## src/rtl/chan_own_pkg.sv

```systemverilog
package chan_own_pkg;
    typedef enum logic [1:0] {
        OWN_NONE = 2'd0,
        OWN_HOST = 2'd1,
        OWN_MCU  = 2'd2
    } owner_e;

    typedef enum logic [2:0] {
        ST_IDLE,
        ST_ENABLE,
        ST_RESET,
        ST_UNRESET,
        ST_HOST,
        ST_MCU
    } own_state_e;
endpackage

```

## src/rtl/chan_rst_resp.sv

```systemverilog
module chan_rst_resp #(
    parameter int RST_LAT = 4
) (
    input  logic clk,
    input  logic rst_n,
    input  logic eng_reset,
    output logic rst_done
);
    localparam int CNT_W = $clog2(RST_LAT + 1);
    localparam logic [CNT_W-1:0] CNT_MAX = CNT_W'(RST_LAT);

    logic [CNT_W-1:0] cnt_q;

    always_ff @(posedge clk or negedge rst_n) begin
        if (!rst_n) begin
            cnt_q <= '0;
        end else if (!eng_reset) begin
            cnt_q <= '0;
        end else if (cnt_q != CNT_MAX) begin
            cnt_q <= cnt_q + 1'b1;
        end
    end

    assign rst_done = (cnt_q == CNT_MAX);

    // once raised, done stays up while reset is held
    assert_done_holds_R7: assert property (@(posedge clk) disable iff (!rst_n)
        (rst_done && eng_reset) |=> rst_done);
endmodule

```

## src/rtl/chan_own_fsm.sv

```systemverilog
module chan_own_fsm
    import chan_own_pkg::*;
#(
    parameter bit HAS_RESET = 1'b1
) (
    input  logic   clk,
    input  logic   rst_n,
    input  logic   host_req,
    input  logic   host_done,
    input  logic   mcu_req,
    input  logic   mcu_done,
    input  logic   rst_done,
    output owner_e owner,
    output logic   eng_enable,
    output logic   eng_reset
);
    own_state_e state_q, state_d;

    always_comb begin
        state_d = state_q;
        unique case (state_q)
            ST_IDLE: begin
                if (mcu_req)       state_d = ST_MCU;
                else if (host_req) state_d = ST_ENABLE;
            end
            ST_ENABLE:  state_d = HAS_RESET ? ST_RESET : ST_HOST;
            ST_RESET:   if (rst_done)  state_d = ST_UNRESET;
            ST_UNRESET: if (!rst_done) state_d = ST_HOST;
            ST_HOST:    if (host_done) state_d = ST_IDLE;
            ST_MCU:     if (mcu_done)  state_d = ST_IDLE;
            default:    state_d = ST_IDLE;
        endcase
    end

    always_ff @(posedge clk or negedge rst_n) begin
        if (!rst_n) state_q <= ST_IDLE;
        else        state_q <= state_d;
    end

    always_comb begin
        owner      = OWN_NONE;
        eng_enable = 1'b1;
        eng_reset  = 1'b0;
        unique case (state_q)
            ST_IDLE:    eng_enable = 1'b0;
            ST_ENABLE:  ;
            ST_RESET:   eng_reset = 1'b1;
            ST_UNRESET: ;
            ST_HOST:    owner = OWN_HOST;
            ST_MCU:     owner = OWN_MCU;
            default:    eng_enable = 1'b0;
        endcase
    end

    // microcontroller wins from idle
    assert_mcu_priority_R3: assert property (@(posedge clk) disable iff (!rst_n)
        (owner == OWN_NONE && !eng_enable && mcu_req) |=> owner == OWN_MCU);
    // host cannot take a microcontroller-owned channel
    assert_no_host_steal_R4: assert property (@(posedge clk) disable iff (!rst_n)
        (owner == OWN_MCU && !mcu_done) |=> owner == OWN_MCU);
    // host keeps the channel across foreign releases
    assert_nonowner_release_R10: assert property (@(posedge clk) disable iff (!rst_n)
        (owner == OWN_HOST && !host_done) |=> owner == OWN_HOST);
    // host release frees the channel
    assert_host_release_R8: assert property (@(posedge clk) disable iff (!rst_n)
        (owner == OWN_HOST && host_done) |=> (owner == OWN_NONE && !eng_enable));
endmodule

```

## src/rtl/chan_own_arb.sv

```systemverilog
module chan_own_arb
    import chan_own_pkg::*;
#(
    parameter bit HAS_RESET = 1'b1,
    parameter int RST_LAT   = 4
) (
    input  logic       clk,
    input  logic       rst_n,
    input  logic       host_req,
    input  logic       host_done,
    input  logic       mcu_req,
    input  logic       mcu_done,
    output logic [1:0] owner_status,
    output logic       eng_enable,
    output logic       eng_reset
);
    owner_e owner;
    logic   rst_done;

    generate
        if (HAS_RESET) begin : g_rst
            chan_rst_resp #(.RST_LAT(RST_LAT)) u_rst (
                .clk      (clk),
                .rst_n    (rst_n),
                .eng_reset(eng_reset),
                .rst_done (rst_done)
            );
        end else begin : g_norst
            assign rst_done = 1'b0;
        end
    endgenerate

    chan_own_fsm #(.HAS_RESET(HAS_RESET)) u_fsm (
        .clk       (clk),
        .rst_n     (rst_n),
        .host_req  (host_req),
        .host_done (host_done),
        .mcu_req   (mcu_req),
        .mcu_done  (mcu_done),
        .rst_done  (rst_done),
        .owner     (owner),
        .eng_enable(eng_enable),
        .eng_reset (eng_reset)
    );

    assign owner_status = owner;

    // encoding 3 is never reported
    always @(posedge clk) begin
        if (rst_n) assert_status_legal_R2: assert (owner_status != 2'd3);
    end
    // reset only under enable
    assert_reset_needs_enable_R5: assert property (@(posedge clk) disable iff (!rst_n)
        eng_reset |-> eng_enable);
    // reset falls only after done was seen
    assert_reset_fall_after_done_R7: assert property (@(posedge clk) disable iff (!rst_n)
        (eng_reset && !rst_done) |=> eng_reset);
    // host grant only with done back low
    assert_grant_after_done_low_R7: assert property (@(posedge clk) disable iff (!rst_n)
        (owner_status == 2'd1 && $past(owner_status) == 2'd0) |-> !rst_done);
endmodule

```

## config.mk

```make
export PLATFORM = sky130hd
export DESIGN_NAME = chan_own_arb
export DESIGN_NICKNAME = d
export VERILOG_FILES = /design/src/rtl/chan_own_pkg.sv /design/src/rtl/chan_rst_resp.sv /design/src/rtl/chan_own_fsm.sv /design/src/rtl/chan_own_arb.sv
export SDC_FILE = /design/constraint.sdc
export NUM_CORES = 1
export LEC_CHECK = 0
export BUFFER_PORTS_ARGS = -buffer_cell sky130_fd_sc_hd__buf_2
export CORE_AREA = 2 2 39 41
export CTS_CLUSTER_DIAMETER = 80
export DETAILED_ROUTE_END_ITERATION = 10
export DIE_AREA = 0 0 41 43
export GPL_TIMING_DRIVEN = 0
export PLACE_DENSITY = 0.6
export SLEW_MARGIN = 20
export SYNTH_ARGS = -nofsm -noshare
export SYNTH_HDL_FRONTEND = slang
export SYNTH_HIERARCHICAL = 1
export SYNTH_SLANG_ARGS = --single-unit
```

## constraint.sdc

```tcl
create_clock -name clk -period 1.5 [get_ports clk]
set_input_delay 0.075 -clock clk [delete_from_list [all_inputs] [get_ports clk]]
set_output_delay 0.075 -clock clk [all_outputs]
set_load 0.02 [all_outputs]
```

==> results.toml, run 1 <==
[synth]
synth_edf_count = 0
syn_area_per_cell_um2 = 10.2
yosys.area.top_type = "dfrtp_1"
yosysSeqAreaShare = 0.312
synth_top_family_by_area = "simple AND/OR/NAND/NOR gates"
synth-simple-area-share = 0.234
synth.most_common_cell = "dfrtp_1"
yosys.area_share.adder = 0.130
synth_cells = 47
synth_area_leaders = "dfrtp_1 31%, ha_1 13%, o311ai_4 5.5%"
synthArstFlopShare = 1.00
ys_warn_count = 6
synth.top_cell.area_share = 0.312
synth_commonest_cells = "6 x dfrtp_1, 5 x ha_1, 4 x nor3_1"
synth.area.mux_share = 0.0519
synthFlopType = "dfrtp_1"
ys_ff_latch = 6
synth_cell_types = 25
synth_nets = 58
synth_compound_area_frac = 0.169
syn-cell-area_um2 = 482
synthXorXnorAreaFrac = 0.0182

[timing]
finalMaxSlewViolations = 0
clock_skew_ps = 2.28
period_needed_ps = 1600
rsz0062_at_grt = "yes"
whs_ps = 181
finalSetupViolCount = 2
period_share = 1.07
fmax_ghz = 0.624
hold_viol = 0
worstMarginPinSlew_ps = 377
setup-tns-final_ps = -170
slew_headroom = 0.747
finalWorstSetupSlack_ps = -102

[worst_setup_path]
max_stage_delay_ps = 380
crit_path_end_kind = "flop"
cp_data_arrival_time_ps = 1720
cp-start-kind = "flop"
crit_type = "reg -> reg"
crit_slowest_cell = "dfrtp_1"
r2r-end = "u_fsm/state_q[0]"
cp_max_fo = 2
cp.required_ps = 1620
cp_num_buf_inv = 1
crit_chain = "inv_2 > ha_4 > and2_4 > xor2_2 > o311ai_4 > mux2_4"
cp_num_cells = 6
r2r-start = "g_rst.u_rst/cnt_q[0]"
reg2reg_slack_ps = -100
worst_r2r_path_depth = 6
crit_family = "flip-flops"

[routing]
vias_per_cell = 4.74
drt-met1-wl_um = 441
drt-total-wl_um = 977
dr.pass1.iters = 4
drcViolationCount = 0
dr_wl_met3_um = 50
wl_per_cell_um = 11.5
wl_met2_um = 486
highest_layer = "met3"
ant_nets = 0
vias = 403
drt_first_iter_violations = 5

[floorplan]
rows = 14
ios = 10
design.die.area_um2 = 1760
fp.dieW_um = 41
core_um2 = 1380
fp.dieH_um = 43
initial_utilization = 0.348

[pwr]
ir_drop_mv = 0.844
p_int_uw = 786
combPwrFrac = 0.681
seq_power_share = 0.209
p_sw_uw = 553
p_leak_nw = 0.334
clock_power_share = 0.110
powerDensity_nw_per_um2 = 1930
switching_share = 0.413

[cells_and_area]
drive_above_1_share = 0.580
final_core_util = 0.502
fin_nets = 82
antenna_cells = 0
syn_to_final_growth_pct = 44.2
fillCellCount = 144

[placement]
hpwl_um = 654
gp_congestion = 0.677
place_ws_ps = -238
io_buffers = 9

[cts]
insertion_delay_ps = 240
cts-buffers-inserted = 3
cts_tree = "done"
clock_sinks = 6
cts-root-buf = "clkbuf_4"
clk_path_buf_depth = 2
htree_levels = 1
cts.reportedPaths.clkPinSlew_ps = 50

[worst_hold_path]
hold_path.class = "in -> async"

[global_route]
grt_pass1_vias = 359
grt_max_degree = 10
grt.total_usage = 0.130
antenna_found_initial = 0
grt_pass1_wl_mm = 1.54
overflow = 0

[outcome]
status = "finished, violations left"
failed_checks = "setup timing"

[job]
maxCapViolations = 0
==> metrics by stage <==
| step | instances | power (mW) | instance area (um^2) |
|---|---|---|---|
| 3_5_place_dp | 72 | 0.968 | 562 |
| 3_3_place_gp | 72 | 0.956 | 562 |
| 5_1_grt | 85 | 1.45 | 694 |
| 4_1_cts | 82 | 1.24 | 651 |
| 2_1_floorplan | 47 | 0.826 | 497 |
| 6_report | 85 | 1.34 | 694 |
==> metal layers <==
layer | vias up | global-route usage
met2 | 7 | 0.206
met1 | 189 | 0.156
met5 | - | 0
met3 | 0 | 0.0785
li1 | 207 | -
met4 | 0 | 0
==> worst max path at each step <==
stage,from,endpoint,slack [ps]
3_5_place_dp,g_rst.u_rst/cnt_q[0],u_fsm/state_q[0],-240
6_report,g_rst.u_rst/cnt_q[0],u_fsm/state_q[0],-100
4_1_cts,g_rst.u_rst/cnt_q[0],u_fsm/state_q[0],-90
3_3_place_gp,g_rst.u_rst/cnt_q[0],u_fsm/state_q[0],-230
5_1_grt,g_rst.u_rst/cnt_q[0],u_fsm/state_q[0],-130
2_1_floorplan,g_rst.u_rst/cnt_q[0],u_fsm/state_q[0],-140
==> sequential cells by signal, summed over array words and instances (netlist names) <==
register and count:
u_fsm/state_q 3, g_rst.u_rst/cnt_q 3
==> worst reg2reg max path: cells and delay by family, from the launching register on <==
| family | cells | cell delay, ps |
|---|---|---|
| DFF | 1 | 380 |
| muxes | 1 | 330 |
| AOI/OAI and AO/OA | 1 | 250 |
| adders and majority gates | 1 | 160 |
| and+or+nand+nor | 1 | 160 |
| xor gates and xnor gates | 1 | 150 |
| buffers and inverters | 1 | 60 |
==> logic make-up after synthesis <==
family	count (synthesis)
fa+ha+maj	5
simple gates	18
compound gates	8
xor+xnor	1
flops	6
buf+inv	7
mux	2
==> power by group through the flow <==
stage	clock [mW]	combinational [mW]	sequential [mW]
5_1_grt	0.162	1.00	0.287
4_1_cts	0.156	0.808	0.273
3_3_place_gp	0	0.680	0.276
2_1_floorplan	0	0.563	0.263
3_5_place_dp	0	0.691	0.277
6_report	0.147	0.911	0.280
==> cell type report <==
type,count,area [um^2],share of cell area
multi-input combinational,34,328,0.472
sequential,6,151,0.218
timing repair buffer,19,126,0.182
inverter,5,23.8,0.0342
clock buffer,3,22.5,0.0324
buffer,2,22.5,0.0324
tap,16,20.0,0.0288
==> what timing repair did <==
action                                 in CTS  in global routing
pin swaps                                   2                  0
resized for setup                           3                  5
setup endpoints to repair                   5                  5
endpoints found under the hold margin       6                  0
buffers inserted                            6                  2
hold buffers                                1                  0
gates cloned                                0                  1
==> layout by cell type, fill, tap and decap left out, drive strengths merged <==
master,netlist,routed
buf,2,20
nor3,4,4
xor2,1,1
a211o,1,1
ha,5,5
nor4b,1,1
nand2b,2,2
and3b,1,1
o311ai,1,1
o21ai,4,4
a31o,1,1
dlygate4sd3,0,1
nor2,3,3
mux2i,1,1
nand4,2,2
inv,5,5
clkbuf,0,3
and2,1,1
nor2b,1,1
a31oi,1,1
dfrtp,6,6
mux2,1,1
nand2,3,3
No activity file was read; power rests on OpenSTA's default activity.
==> run 2, diff against run 1 <==
Settings changed: BUFFER_PORTS_ARGS -buffer_cell sky130_fd_sc_hd__buf_2 to default, DONT_BUFFER_PORTS from default to 1, PLACE_DENSITY 0.6 to 0.43, SYNTH_HIERARCHICAL 1 to default.
Clock period 1.5 ns to 1.45 ns, I/O delays scaled along.
==> results.toml, run 2 <==
[outcome]
status = "finished clean"

[cts]
htree_levels = 1
cts.reportedPaths.clkPinSlew_ps = 40
cts-resized-gates = 0
clock_sinks = 6
cts_hold_buf = 1
cts-root-buf = "clkbuf_4"
cts_setup_buffers = 0
clk_path_buf_depth = 2
cts-buffers-inserted = 3
cts_tree = "done"
insertion_delay_ps = 230

[worst_setup_path]
crit_path_end_kind = "output port"
cp_data_arrival_time_ps = 1320
cp.required_ps = 1380
cp-start-kind = "flop"
cp_max_fo = 9
crit_type = "reg -> out"

[synth]
yosys.area.top_type = "dfrtp_1"
synth_cells = 39
syn-cell-area_um2 = 363
syn_area_per_cell_um2 = 9.30
synth.top_cell.area_share = 0.414
synth_cell_types = 22
synth_commonest_cells = "6 x dfrtp_1, 4 x nor2_1, 3 x inv_1, 3 x nand2_1"
ys_warn_count = 0
synth_area_leaders = "dfrtp_1 41%, ha_1 6.9%, nor2_1 4.1%"
synthFlopType = "dfrtp_1"
synth_nets = 47
ys_ff_latch = 6
yosysSeqAreaShare = 0.414
synth_edf_count = 0
synth.most_common_cell = "dfrtp_1"
synthArstFlopShare = 1.00

[timing]
rsz0062_at_grt = "no"
finalWorstSetupSlack_ps = 57.0
finalMaxSlewViolations = 0
finalSetupViolCount = 0
period_needed_ps = 1390
hold_viol = 0
slew_headroom = 0.703
whs_ps = 33.0
fmax_ghz = 0.718
setup-tns-final_ps = 0
period_share = 0.961
worstMarginPinSlew_ps = 446
clock_skew_ps = 2.85

[routing]
drt_first_iter_violations = 4
dr.pass1.iters = 3
vias = 272
drt-total-wl_um = 683
wl_per_cell_um = 11.6
drcViolationCount = 0
ant_nets = 0
vias_per_cell = 4.61

[placement]
gp_congestion = 0.592
hpwl_um = 551
dp.cells = 55
place_ws_ps = 196
io_buffers = 0

[floorplan]
ios = 10
initial_utilization = 0.262
fp.dieW_um = 41
rows = 14
fp.dieH_um = 43
core_um2 = 1380
design.die.area_um2 = 1760

[pwr]
ir_drop_mv = 0.613
powerDensity_nw_per_um2 = 1970
p_leak_nw = 0.180

[cells_and_area]
top_regs = "g_rst.u_rst.cnt_q: 3 flops, u_fsm.state_q: 3 flops"
drive_above_1_share = 0.186
final_core_util = 0.300
fin_nets = 53
layout_common_cells = "6 x dfrtp_1, 4 x nor2_1, 3 x inv_1, 3 x nand2_1, 3 x clkbuf_4"
syn_to_final_growth_pct = 14.5
fillCellCount = 149
antenna_cells = 0
instances_no_fill = 59
layout_commonest_cell = "dfrtp_1"

[global_route]
grt_pass1_vias = 260
antenna_found_initial = 0
grt.total_usage = 0.0971
grt_pass1_wl_mm = 1.11
overflow = 0
grt_max_degree = 11

[job]
maxCapViolations = 0

[worst_hold_path]
hold_path.class = "in -> reg"
run 2: worst max-delay path, cell delays in order (launching register included):
cell and delay [ps]:
dfrtp_1 340, buf_2 160, or3b_4 410, inv_1 170
run 2: area by class of cell:
cell class	instances	area (um^2)	share of cell area
Multi-Input combinational cell	28	185	0.446
Sequential cell	6	150	0.361
Clock buffer	3	22.5	0.0542
Tap cell	16	20.0	0.0482
Buffer	2	16.3	0.0392
Inverter	3	11.3	0.0271
Timing Repair Buffer	1	10.0	0.0241
run 2: metal layers:
| metal | global-route usage | routed length [um] | vias to the layer above |
|---|---|---|---|
| met4 | 0.0200 | 0 | 0 |
| li1 | - | - | 144 |
| met5 | 0 | 0 | - |
| met2 | 0.150 | 349 | 3 |
| met3 | 0.0628 | 23 | 0 |
| met1 | 0.109 | 310 | 125 |
run 2: final timing paths:
kind / end / slack [ps] / start / cells after the start
max in group asynchronous: g_rst.u_rst.cnt_q[1] / 1090 / rst_n / 1
min in group asynchronous: u_fsm.state_q[0] / 150 / rst_n / 1
worst max register to register: u_fsm.state_q[2] / 190 / g_rst.u_rst.cnt_q[0] / 5
worst max-delay path: eng_reset / 60 / u_fsm.state_q[0] / 3
worst min register to register: u_fsm.state_q[1] / 560 / u_fsm.state_q[1] / 2
worst min-delay path: u_fsm.state_q[0] / 30 / host_req / 2
run 2: where the power goes:
group / internal, mW / switching [mW]
Clock: 0.0931 / 0.0528
Combinational: 0.162 / 0.239
Sequential: 0.223 / 0.0472
run 2: kinds of logic after synthesis:
group                      Yosys count  share of synthesized area
and+or+nand+nor                     16                      0.252
muxes                                1                     0.0310
xor gates and xnor gates             1                     0.0241
DFF                                  6                      0.414
AOI/OAI and AO/OA                    8                      0.134
adders and majority gates            2                     0.0690
buffers and inverters                5                     0.0758
run 2: through the flow:
step / instance area [um^2] / power, mW
finish: 415 / 0.818
global route: 415 / 0.890
CTS: 415 / 0.825
detailed placement: 383 / 0.671
global placement: 383 / 0.655
floorplan: 363 / 0.609
